--- src/rtl/hsk_pkg.sv ---
package hsk_pkg;

  typedef enum logic [1:0] {
    CTL_IDLE  = 2'd0,
    CTL_LEVEL = 2'd1,
    CTL_PULSE = 2'd2
  } ctl_mode_e;

  localparam logic [2:0] CODE_LEVEL = 3'b100;
  localparam logic [2:0] CODE_PULSE = 3'b101;

  // one nibble of the control register: {mode[2:0], rise}
  typedef struct packed {
    logic [2:0] mode;
    logic       rise;
  } line_cfg_t;

  function automatic ctl_mode_e decode_mode(input logic [2:0] code);
    case (code)
      CODE_LEVEL: decode_mode = CTL_LEVEL;
      CODE_PULSE: decode_mode = CTL_PULSE;
      default:    decode_mode = CTL_IDLE;
    endcase
  endfunction

endpackage

--- src/rtl/hsk_edge_sync.sv ---
module hsk_edge_sync #(
  parameter int   STAGES = 2,
  parameter logic IDLE   = 1'b1
) (
  input  logic clk,
  input  logic rst,
  input  logic pin_i,
  input  logic rise_sel_i,
  output logic edge_o
);

  // STAGES synchroniser flops plus one history flop
  logic [STAGES:0] chain_q;

  always_ff @(posedge clk) begin
    if (rst) chain_q <= {(STAGES+1){IDLE}};
    else     chain_q <= {chain_q[STAGES-1:0], pin_i};
  end

  logic synced, hist;
  assign synced = chain_q[STAGES-1];
  assign hist   = chain_q[STAGES];

  always_comb begin
    if (rise_sel_i) edge_o = synced & ~hist;
    else            edge_o = ~synced & hist;
  end

endmodule

--- src/rtl/hsk_line.sv ---
module hsk_line
  import hsk_pkg::*;
(
  input  logic      clk,
  input  logic      rst,
  input  ctl_mode_e mode_i,
  input  logic      trig_i,
  input  logic      edge_i,
  input  logic      clr_i,
  output logic      ctl_o,
  output logic      flag_o,
  output logic      flag_nxt_o
);

  logic ctl_nxt;

  // a new edge outranks a clearing access
  always_comb begin
    if (edge_i)     flag_nxt_o = 1'b1;
    else if (clr_i) flag_nxt_o = 1'b0;
    else            flag_nxt_o = flag_o;
  end

  always_comb begin
    case (mode_i)
      CTL_LEVEL: begin
        if (trig_i)      ctl_nxt = 1'b0;
        else if (edge_i) ctl_nxt = 1'b1;
        else             ctl_nxt = ctl_o;
      end
      CTL_PULSE: ctl_nxt = ~trig_i;
      default:   ctl_nxt = 1'b1;
    endcase
  end

  always_ff @(posedge clk) begin
    if (rst) begin
      ctl_o  <= 1'b1;
      flag_o <= 1'b0;
    end else begin
      ctl_o  <= ctl_nxt;
      flag_o <= flag_nxt_o;
    end
  end

  assert_flag_on_edge_R3: assert property (@(posedge clk) disable iff (rst)
    edge_i |=> flag_o);

  assert_level_hold_R4: assert property (@(posedge clk) disable iff (rst)
    (mode_i == CTL_LEVEL && !ctl_o && !edge_i) |=> !ctl_o);

  assert_pulse_single_R5: assert property (@(posedge clk) disable iff (rst)
    (mode_i == CTL_PULSE && !ctl_o && !trig_i) |=> ctl_o);

  assert_clear_on_access_R7: assert property (@(posedge clk) disable iff (rst)
    (clr_i && !edge_i) |=> !flag_o);

  assert_idle_high_R10: assert property (@(posedge clk) disable iff (rst)
    (mode_i == CTL_IDLE) |=> ctl_o);

endmodule

--- src/rtl/hsk_port_ctrl.sv ---
module hsk_port_ctrl
  import hsk_pkg::*;
#(
  parameter int DW          = 8,
  parameter int AW          = 4,
  parameter int SYNC_STAGES = 2,
  parameter int IDX_PB      = 0,
  parameter int IDX_PA      = 1,
  parameter int IDX_CTRL    = 12,
  parameter int IDX_FLAG    = 13,
  parameter int IDX_MASK    = 14
) (
  input  logic          clk,
  input  logic          rst,
  input  logic [AW-1:0] bus_sel,
  input  logic          bus_wr,
  input  logic          bus_rd,
  input  logic [DW-1:0] bus_wdata,
  output logic [DW-1:0] bus_rdata,
  input  logic [DW-1:0] pa_in,
  output logic [DW-1:0] pa_out,
  output logic [DW-1:0] pb_out,
  input  logic          a_ctl_in,
  output logic          a_ctl_out,
  input  logic          b_ctl_in,
  output logic          b_ctl_out,
  output logic          irq_n
);

  localparam int NPORT = 2;
  localparam int CFG_W = $bits(line_cfg_t);

  logic [DW-1:0]    ctrl_q;
  logic [NPORT-1:0] mask_q, mask_nxt;
  logic [NPORT-1:0] flag_q, flag_nxt;
  logic [NPORT-1:0] pin_in, ctl_out, edge_det, trig, clr;

  logic acc_pa, acc_pb, wr_pa, wr_pb, wr_ctrl, wr_mask;
  assign acc_pa  = (bus_rd | bus_wr) && bus_sel == AW'(IDX_PA);
  assign acc_pb  = (bus_rd | bus_wr) && bus_sel == AW'(IDX_PB);
  assign wr_pa   = bus_wr && bus_sel == AW'(IDX_PA);
  assign wr_pb   = bus_wr && bus_sel == AW'(IDX_PB);
  assign wr_ctrl = bus_wr && bus_sel == AW'(IDX_CTRL);
  assign wr_mask = bus_wr && bus_sel == AW'(IDX_MASK);

  // port A handshakes on reads and writes, port B on writes only
  assign trig = {wr_pb, acc_pa};
  assign clr  = {acc_pb, acc_pa};
  assign pin_in = {b_ctl_in, a_ctl_in};
  assign mask_nxt = wr_mask ? bus_wdata[NPORT-1:0] : mask_q;

  generate
    for (genvar p = 0; p < NPORT; p++) begin : g_line
      line_cfg_t cfg;
      assign cfg = line_cfg_t'(ctrl_q[p*CFG_W +: CFG_W]);

      hsk_edge_sync #(.STAGES(SYNC_STAGES), .IDLE(1'b1)) u_sync (
        .clk        (clk),
        .rst        (rst),
        .pin_i      (pin_in[p]),
        .rise_sel_i (cfg.rise),
        .edge_o     (edge_det[p])
      );

      hsk_line u_line (
        .clk        (clk),
        .rst        (rst),
        .mode_i     (decode_mode(cfg.mode)),
        .trig_i     (trig[p]),
        .edge_i     (edge_det[p]),
        .clr_i      (clr[p]),
        .ctl_o      (ctl_out[p]),
        .flag_o     (flag_q[p]),
        .flag_nxt_o (flag_nxt[p])
      );
    end
  endgenerate

  assign a_ctl_out = ctl_out[0];
  assign b_ctl_out = ctl_out[1];

  always_ff @(posedge clk) begin
    if (rst) begin
      ctrl_q    <= '0;
      mask_q    <= '0;
      pa_out    <= '0;
      pb_out    <= '0;
      bus_rdata <= '0;
      irq_n     <= 1'b1;
    end else begin
      mask_q <= mask_nxt;
      irq_n  <= ~|(flag_nxt & mask_nxt);
      if (wr_ctrl) ctrl_q <= bus_wdata;
      if (wr_pa)   pa_out <= bus_wdata;
      if (wr_pb)   pb_out <= bus_wdata;
      if (bus_rd) begin
        if (bus_sel == AW'(IDX_PB))        bus_rdata <= pb_out;
        else if (bus_sel == AW'(IDX_PA))   bus_rdata <= pa_in;
        else if (bus_sel == AW'(IDX_CTRL)) bus_rdata <= ctrl_q;
        else if (bus_sel == AW'(IDX_FLAG)) bus_rdata <= DW'(flag_q);
        else if (bus_sel == AW'(IDX_MASK)) bus_rdata <= DW'(mask_q);
        else                               bus_rdata <= '0;
      end
    end
  end

  // input assumption: one strobe per access
  assert_strobe_exclusive_R9: assert property (@(posedge clk) disable iff (rst)
    !(bus_rd && bus_wr));

  assert_irq_tracks_flags_R8: assert property (@(posedge clk) disable iff (rst)
    irq_n == ~|(flag_q & mask_q));

  assert_b_read_no_strobe_R6: assert property (@(posedge clk) disable iff (rst)
    (bus_rd && bus_sel == AW'(IDX_PB) && b_ctl_out) |=> b_ctl_out);

endmodule

--- config.mk ---
export PLATFORM = sky130hd
export DESIGN_NAME = hsk_port_ctrl
export DESIGN_NICKNAME = d
export VERILOG_FILES = /design/src/rtl/hsk_pkg.sv /design/src/rtl/hsk_edge_sync.sv /design/src/rtl/hsk_line.sv /design/src/rtl/hsk_port_ctrl.sv
export SDC_FILE = /design/constraint.sdc
export NUM_CORES = 1
export LEC_CHECK = 0
export BUFFER_PORTS_ARGS = -buffer_cell sky130_fd_sc_hd__buf_2
export CAP_MARGIN = 25
export CORE_UTILIZATION = 46
export DETAILED_ROUTE_END_ITERATION = 8
export PLACE_DENSITY = 0.77
export SLEW_MARGIN = 20
export SYNTH_ARGS = -nofsm -noshare
export SYNTH_HDL_FRONTEND = slang
export SYNTH_SLANG_ARGS = --single-unit
export TNS_END_PERCENT = 5
--- constraint.sdc ---
create_clock -name clk -period 1.5 [get_ports clk]
set_input_delay 0.3 -clock clk [delete_from_list [all_inputs] [get_ports clk]]
set_output_delay 0.3 -clock clk [all_outputs]
set_load 0.005 [all_outputs]
==> results of run 1 <==
## routing by layer
| metal | GRT usage | routed length (um) | vias to the layer above |
|---|---|---|---|
| met5 | 0 | 0 | - |
| met1 | 0.3002 | 2161 | 776 |
| met3 | 0.05000 | 247 | 7 |
| met2 | 0.3571 | 2068 | 54 |
| li1 | - | - | 849 |
| met4 | 0.09574 | 76 | 0 |
## power groups by stage
stage / combinational (mW) / sequential [mW] / clock [mW]
after CTS: 0.235 / 1.24 / 0.755
after global routing: 0.257 / 1.24 / 0.819
final: 0.235 / 1.24 / 0.744
after floorplan: 0.117 / 1.27 / 0
after detailed placement: 0.234 / 1.27 / 0
after global placement: 0.230 / 1.27 / 0
## cell families (layout without fill, tap and decap cells)
group / count (synthesis) / count (layout) / synth area share
and+or+nand+nor: 87 / 87 / 0.2435
AOI/OAI and AO/OA: 46 / 46 / 0.1725
DFF: 45 / 45 / 0.4778
muxes: 13 / 13 / 0.06968
buffers and inverters: 13 / 75 / 0.02986
adders and majority gates: 1 / 1 / 0.006635
## placed cells by master, fill, tap and decap left out, types with 2 or more instances in the layout
master	instances
a2111oi_2	2
a211oi_1	5
a21oi_1	16
a221oi_1	3
a22oi_1	6
a2bb2oi_1	5
buf_12	2
buf_2	52
buf_4	13
clkbuf_8	6
dfxtp_1	45
mux2i_1	12
nand2_1	27
nand2b_1	4
nand3_1	9
nand3b_1	3
nor2_1	22
nor2b_1	3
nor3b_1	2
o21ai_0	2
o2bb2ai_1	2
or2_2	6
## cells in the mapped netlist, types with 2 or more instances
cell	number	share of area
nand2b_1	4	0.013
dfxtp_1	45	0.48
mux2i_1	12	0.064
or2_2	6	0.020
a221oi_1	3	0.014
nor2_1	22	0.044
a2bb2oi_1	5	0.023
o21ai_0	2	0.0053
nand2_1	27	0.054
nor3b_1	2	0.0080
a21oi_1	16	0.042
clkbuf_1	8	0.016
a2111oi_2	2	0.016
nor2b_1	3	0.010
a211oi_1	5	0.020
a22oi_1	6	0.024
o2bb2ai_1	2	0.0093
nand3_1	9	0.024
nand3b_1	3	0.012
buf_2	3	0.0080
## flip-flops by register name (all words and copies together), names as in the netlist
register               flops
bus_rdata                  8
ctrl_q                     8
g_line.u_line.ctl_o        2
g_line.u_line.flag_o       2
g_line.u_sync.chain_q      6
irq_n                      1
mask_q                     2
pa_out                     8
pb_out                     8
## area by class of cell
class | count | area [um2] | area share
tap | 48 | 60.06 | 0.02526
sequential | 45 | 900.9 | 0.3789
multi-input combinational | 147 | 928.4 | 0.3905
inverter | 1 | 3.754 | 0.001579
timing repair buffer | 67 | 397.9 | 0.1674
clock buffer | 7 | 86.33 | 0.03632
## stage by stage
stage | area [um2] | cells | hold WS [ps] | total power [mW]
after floorplan | 1886 | 205 | 380.2 | 1.384
after global placement | 2291 | 308 | 393.0 | 1.496
after detailed placement | 2291 | 308 | 398.8 | 1.501
after CTS | 2377 | 315 | 182.6 | 2.229
after global routing | 2377 | 315 | 182.3 | 2.320
final | 2377 | 315 | 184.6 | 2.218
## how the worst max path moves through the flow
stage	from	end	slack, ps	cells after the start
after floorplan	bus_sel[0]	bus_rdata[0]$_SDFFE_PP0P_	50	5
after global placement	bus_sel[3]	irq_n$_SDFF_PP1_	-80	5
after detailed placement	bus_sel[3]	irq_n$_SDFF_PP1_	-90	5
after CTS	bus_sel[3]	g_line[1].u_line.ctl_o$_SDFFE_PP1P_	210	6
after global routing	ctrl_q[7]$_SDFFE_PP0P_	g_line[1].u_line.ctl_o$_SDFFE_PP1P_	90	5
final	bus_sel[3]	irq_n$_SDFF_PP1_	190	5
==> impl_metrics.yaml, run 1 <==
run_status:
  status: "completed"
setup_path:
  r2r_cells: 3
  cp.required_ps: 1720
  crit_buf_inv: 1
  worstSetupPathType: "input port to register"
  crit_chain: "buf_2 > or4_4 > o21ai_1 > a31oi_1 > a22oi_1"
  r2r_setup_slack_ps: 200
  critPathTopFamily: "simple AND/OR/NAND/NOR gates"
  crit_arrival_ps: 1530
  crit_path_top_delay_cell: "or4_4"
  cp-end-kind: "register"
  critPathMaxFanout: 4
  r2r-end: "irq_n$_SDFF_PP1_"
  startpoint_type: "input port"
  r2r-start: "ctrl_q[4]$_SDFFE_PP0P_"
  cp_slowest_stage_delay_ps: 550
floorplan:
  die_h_um: 66.03
  fp.dieW_um: 66.03
  core_um2: 3799
  start_util: 0.4964
  num_io_pins: 53
  die_area_um2: 4359
  rows: 22
routing:
  drtIter0Drc: 116
  firstDrtPassIters: 4
  ant_nets: 0
  drc_errors: 0
  vias: 1686
  routedWlPerCell_um: 14.46
  via_per_inst: 5.352
  routed_wl_um: 4554
cts:
  post_cts_buffers: 0
  cts_resized: 0
  cts_buffer_depth: 2
  path_clk_slew_ps: 80
  cts_tree: "yes"
  htree_levels: 2
  hold_buffers: 0
  clock_latency_ps: 290
  cts.sinks: 45
  cts-root-buf: "clkbuf_8"
  cts_inserted_buffers: 5
final_layout:
  n_fill_cell: 342
  utilization: 0.6258
  antenna_cells: 0
  drive_gt1_frac: 0.3258
  area_delta_synth_final_pct: 26.08
  nNetsFinal: 294
timing:
  setup-violations-final: 0
  slew_viol_final: 0
  hold_viol_final: 0
  grt_setup_unrepaired: "no"
  fmax_mhz: 760.5
  fin_worst_skew_ps: 4.807
  finalCriticalPeriod_ps: 1315
  fin_ws_ps: 185.1
  tns_ps: 0
  post-route-period-util: 0.8766
  worst_pin_slew_ps: 390.5
  slew_headroom: 0.7397
logic_synthesis:
  synth_nets: 232
  syn-cell-area_um2: 1886
  synthesis.instances: 205
  ys_seq_area_frac: 0.4778
  synth-seq-cells: 45
  syn_avg_cell_area_um2: 9.198
  yosys_warnings: 0
  synthArstFlopShare: 0
  synth_cell_types: 40
  synthFlopType: "dfxtp_1"
  synth_edf_count: 0
placed_design:
  place_congestion: 0.7862
  place_ws_ps: -94.58
  place_hpwl_um: 3476
  port_buffers: 52
power_and_ir_drop:
  swShare: 0.2333
  power_density_nw_per_um2: 933.0
  comb_power_share: 0.106
  internal_power_mw: 1.701
  switchingPower_mw: 0.5174
  ir_worst_vdd_mv: 0.5529
  sequentialPowerShare: 0.559
  p_leak_nw: 1.043
  clkPwrFrac: 0.335
worst_hold_path:
  hold_path.class: "input port to register"
  hold_path_end: "g_line[0].u_sync.chain_q[0]$_SDFF_PP1_"
  worstHoldPathCells: 2
  hold_start: "a_ctl_in"
flow_run:
  cap_viol_max_count: 0
grt:
  grt_usage: 0.2278
  grt_pass1_vias: 1509
  grt_max_degree: 27
  grt_pass1_wl_um: 7300
  antenna_found_initial: 0
  grt_overflow: 0
(Power assumes the default switching activity.)
==> inputs of run 2 (changes only) <==
- CORE_ASPECT_RATIO: not set -> 0.8
==> run 2 against run 1 <==
Effect of this change:
- final area is 1.6% higher
- non-clock buffer count unchanged
- wire length is 1.2% lower
- clock power increased by 27%
- fmax rose by 0.12%
- power is 9.2% higher
- first-iteration DRC count decreased by 11%
- cell count rose by 2.5%
- clock-buffer cell count did not move
- sequential share of layout area down 0.61 points
==> impl_metrics.yaml, run 2 (same netlist as run 1, synthesis figures left out) <==
cts:
  cts.sinks: 45
  cts_tree: "yes"
  hold_buffers: 0
  cts_inserted_buffers: 5
  path_clk_slew_ps: 80
  post_cts_buffers: 0
  cts-root-buf: "clkbuf_8"
  clock_latency_ps: 300
  cts_resized: 0
  htree_levels: 2
  cts_buffer_depth: 2
setup_path:
  r2r-start: "ctrl_q[4]$_SDFFE_PP0P_"
  r2r_cells: 3
  crit_arrival_ps: 1540
  cp.required_ps: 1720
  critPathMaxFanout: 4
  cp-end-kind: "register"
  worstSetupPathType: "input port to register"
  r2r_setup_slack_ps: 260
  startpoint_type: "input port"
  r2r-end: "irq_n$_SDFF_PP1_"
grt:
  grt_usage: 0.2231
  grt_max_degree: 35
  antenna_found_initial: 0
  grt_pass1_wl_um: 7162
  grt_pass1_vias: 1447
  grt_overflow: 0
floorplan:
  num_io_pins: 53
  start_util: 0.4893
  die_h_um: 59.27
  die_area_um2: 4361
  fp.dieW_um: 73.58
  core_um2: 3854
  rows: 20
final_layout:
  utilization: 0.6269
  nNetsFinal: 294
  drive_gt1_frac: 0.3284
  most-common-layout-cells: "buf_2 (52), dfxtp_1 (45), nand2_1 (27)"
  n_fill_cell: 381
  area_delta_synth_final_pct: 28.14
  final_common_cell: "buf_2"
  antenna_cells: 0
timing:
  hold_viol_final: 0
  grt_setup_unrepaired: "no"
  setup-violations-final: 0
  fin_ws_ps: 186.7
  worst_pin_slew_ps: 351.8
  slew_viol_final: 0
  fmax_mhz: 761.5
  slew_headroom: 0.7655
  finalCriticalPeriod_ps: 1313
  post-route-period-util: 0.8755
  fin_worst_skew_ps: 3.073
worst_hold_path:
  hold_path_end: "g_line[0].u_sync.chain_q[0]$_SDFF_PP1_"
  hold_start: "a_ctl_in"
  hold_path.class: "input port to register"
  worstHoldPathCells: 2
power_and_ir_drop:
  power_density_nw_per_um2: 1002
  p_leak_nw: 1.057
  ir_worst_vdd_mv: 0.5900
routing:
  routedWlPerCell_um: 13.93
  ant_nets: 0
  via_per_inst: 5.214
  drtIter0Drc: 103
  routed_wl_um: 4501
  firstDrtPassIters: 4
  vias: 1684
  drc_errors: 0
placed_design:
  place_ws_ps: -65.39
  place_congestion: 0.8058
  port_buffers: 52
  place_hpwl_um: 3224
flow_run:
  cap_viol_max_count: 0
run_status:
  status: "completed"
## run 2: power by group
group | switching [mW] | internal, mW | total (mW)
sequential | 0.0156 | 1.22 | 1.24
combinational | 0.123 | 0.111 | 0.235
clock | 0.404 | 0.543 | 0.947
total | 0.543 | 1.88 | 2.42
## run 2: worst max-delay path by stage
stage / startpoint / to / slack (ps) / cells after the start
after floorplan: bus_sel[0] / bus_rdata[0]$_SDFFE_PP0P_ / 50 / 5
after global placement: bus_sel[3] / irq_n$_SDFF_PP1_ / -60 / 5
after detailed placement: bus_sel[3] / irq_n$_SDFF_PP1_ / -70 / 5
after CTS: bus_sel[3] / irq_n$_SDFF_PP1_ / 190 / 5
after global routing: bus_sel[3] / irq_n$_SDFF_PP1_ / 160 / 5
final: bus_sel[3] / irq_n$_SDFF_PP1_ / 190 / 5
## run 2: final cells by class
type | count | area, um2 | area share
multi-input combinational | 147 | 928.4 | 0.3843
sequential | 45 | 900.9 | 0.3729
timing repair buffer | 67 | 397.9 | 0.1647
clock buffer | 7 | 86.33 | 0.03573
tap | 55 | 68.82 | 0.02848
clock inverter | 1 | 30.03 | 0.01243
inverter | 1 | 3.754 | 0.001554
## run 2: stage by stage
stage	std cells	total power, mW	hold WS, ps	area, um2	setup TNS, ps
6_report	323	2.421	179.9	2416	0
5_1_grt	323	2.521	174.5	2416	0
4_1_cts	323	2.439	175.2	2416	0
3_5_place_dp	315	1.499	392.9	2300	-321.0
3_3_place_gp	315	1.496	393.1	2300	-160.0
2_1_floorplan	205	1.384	380.2	1886	0
## run 2: layer usage
metal  track usage  wire length (um)  share of wire  up-vias
met4       0.08242                62          0.014        0
met5             0                 0              0        -
met1        0.3113              2299           0.51      775
met2        0.3277              1921           0.43       45
li1              -                 -              -      857
met3       0.06463               217          0.048        7
## run 2: worst max-delay path: stages
cell	delay, ps
buf_2	140
or4_4	570
o21ai_1	210
a31oi_1	130
a22oi_1	190
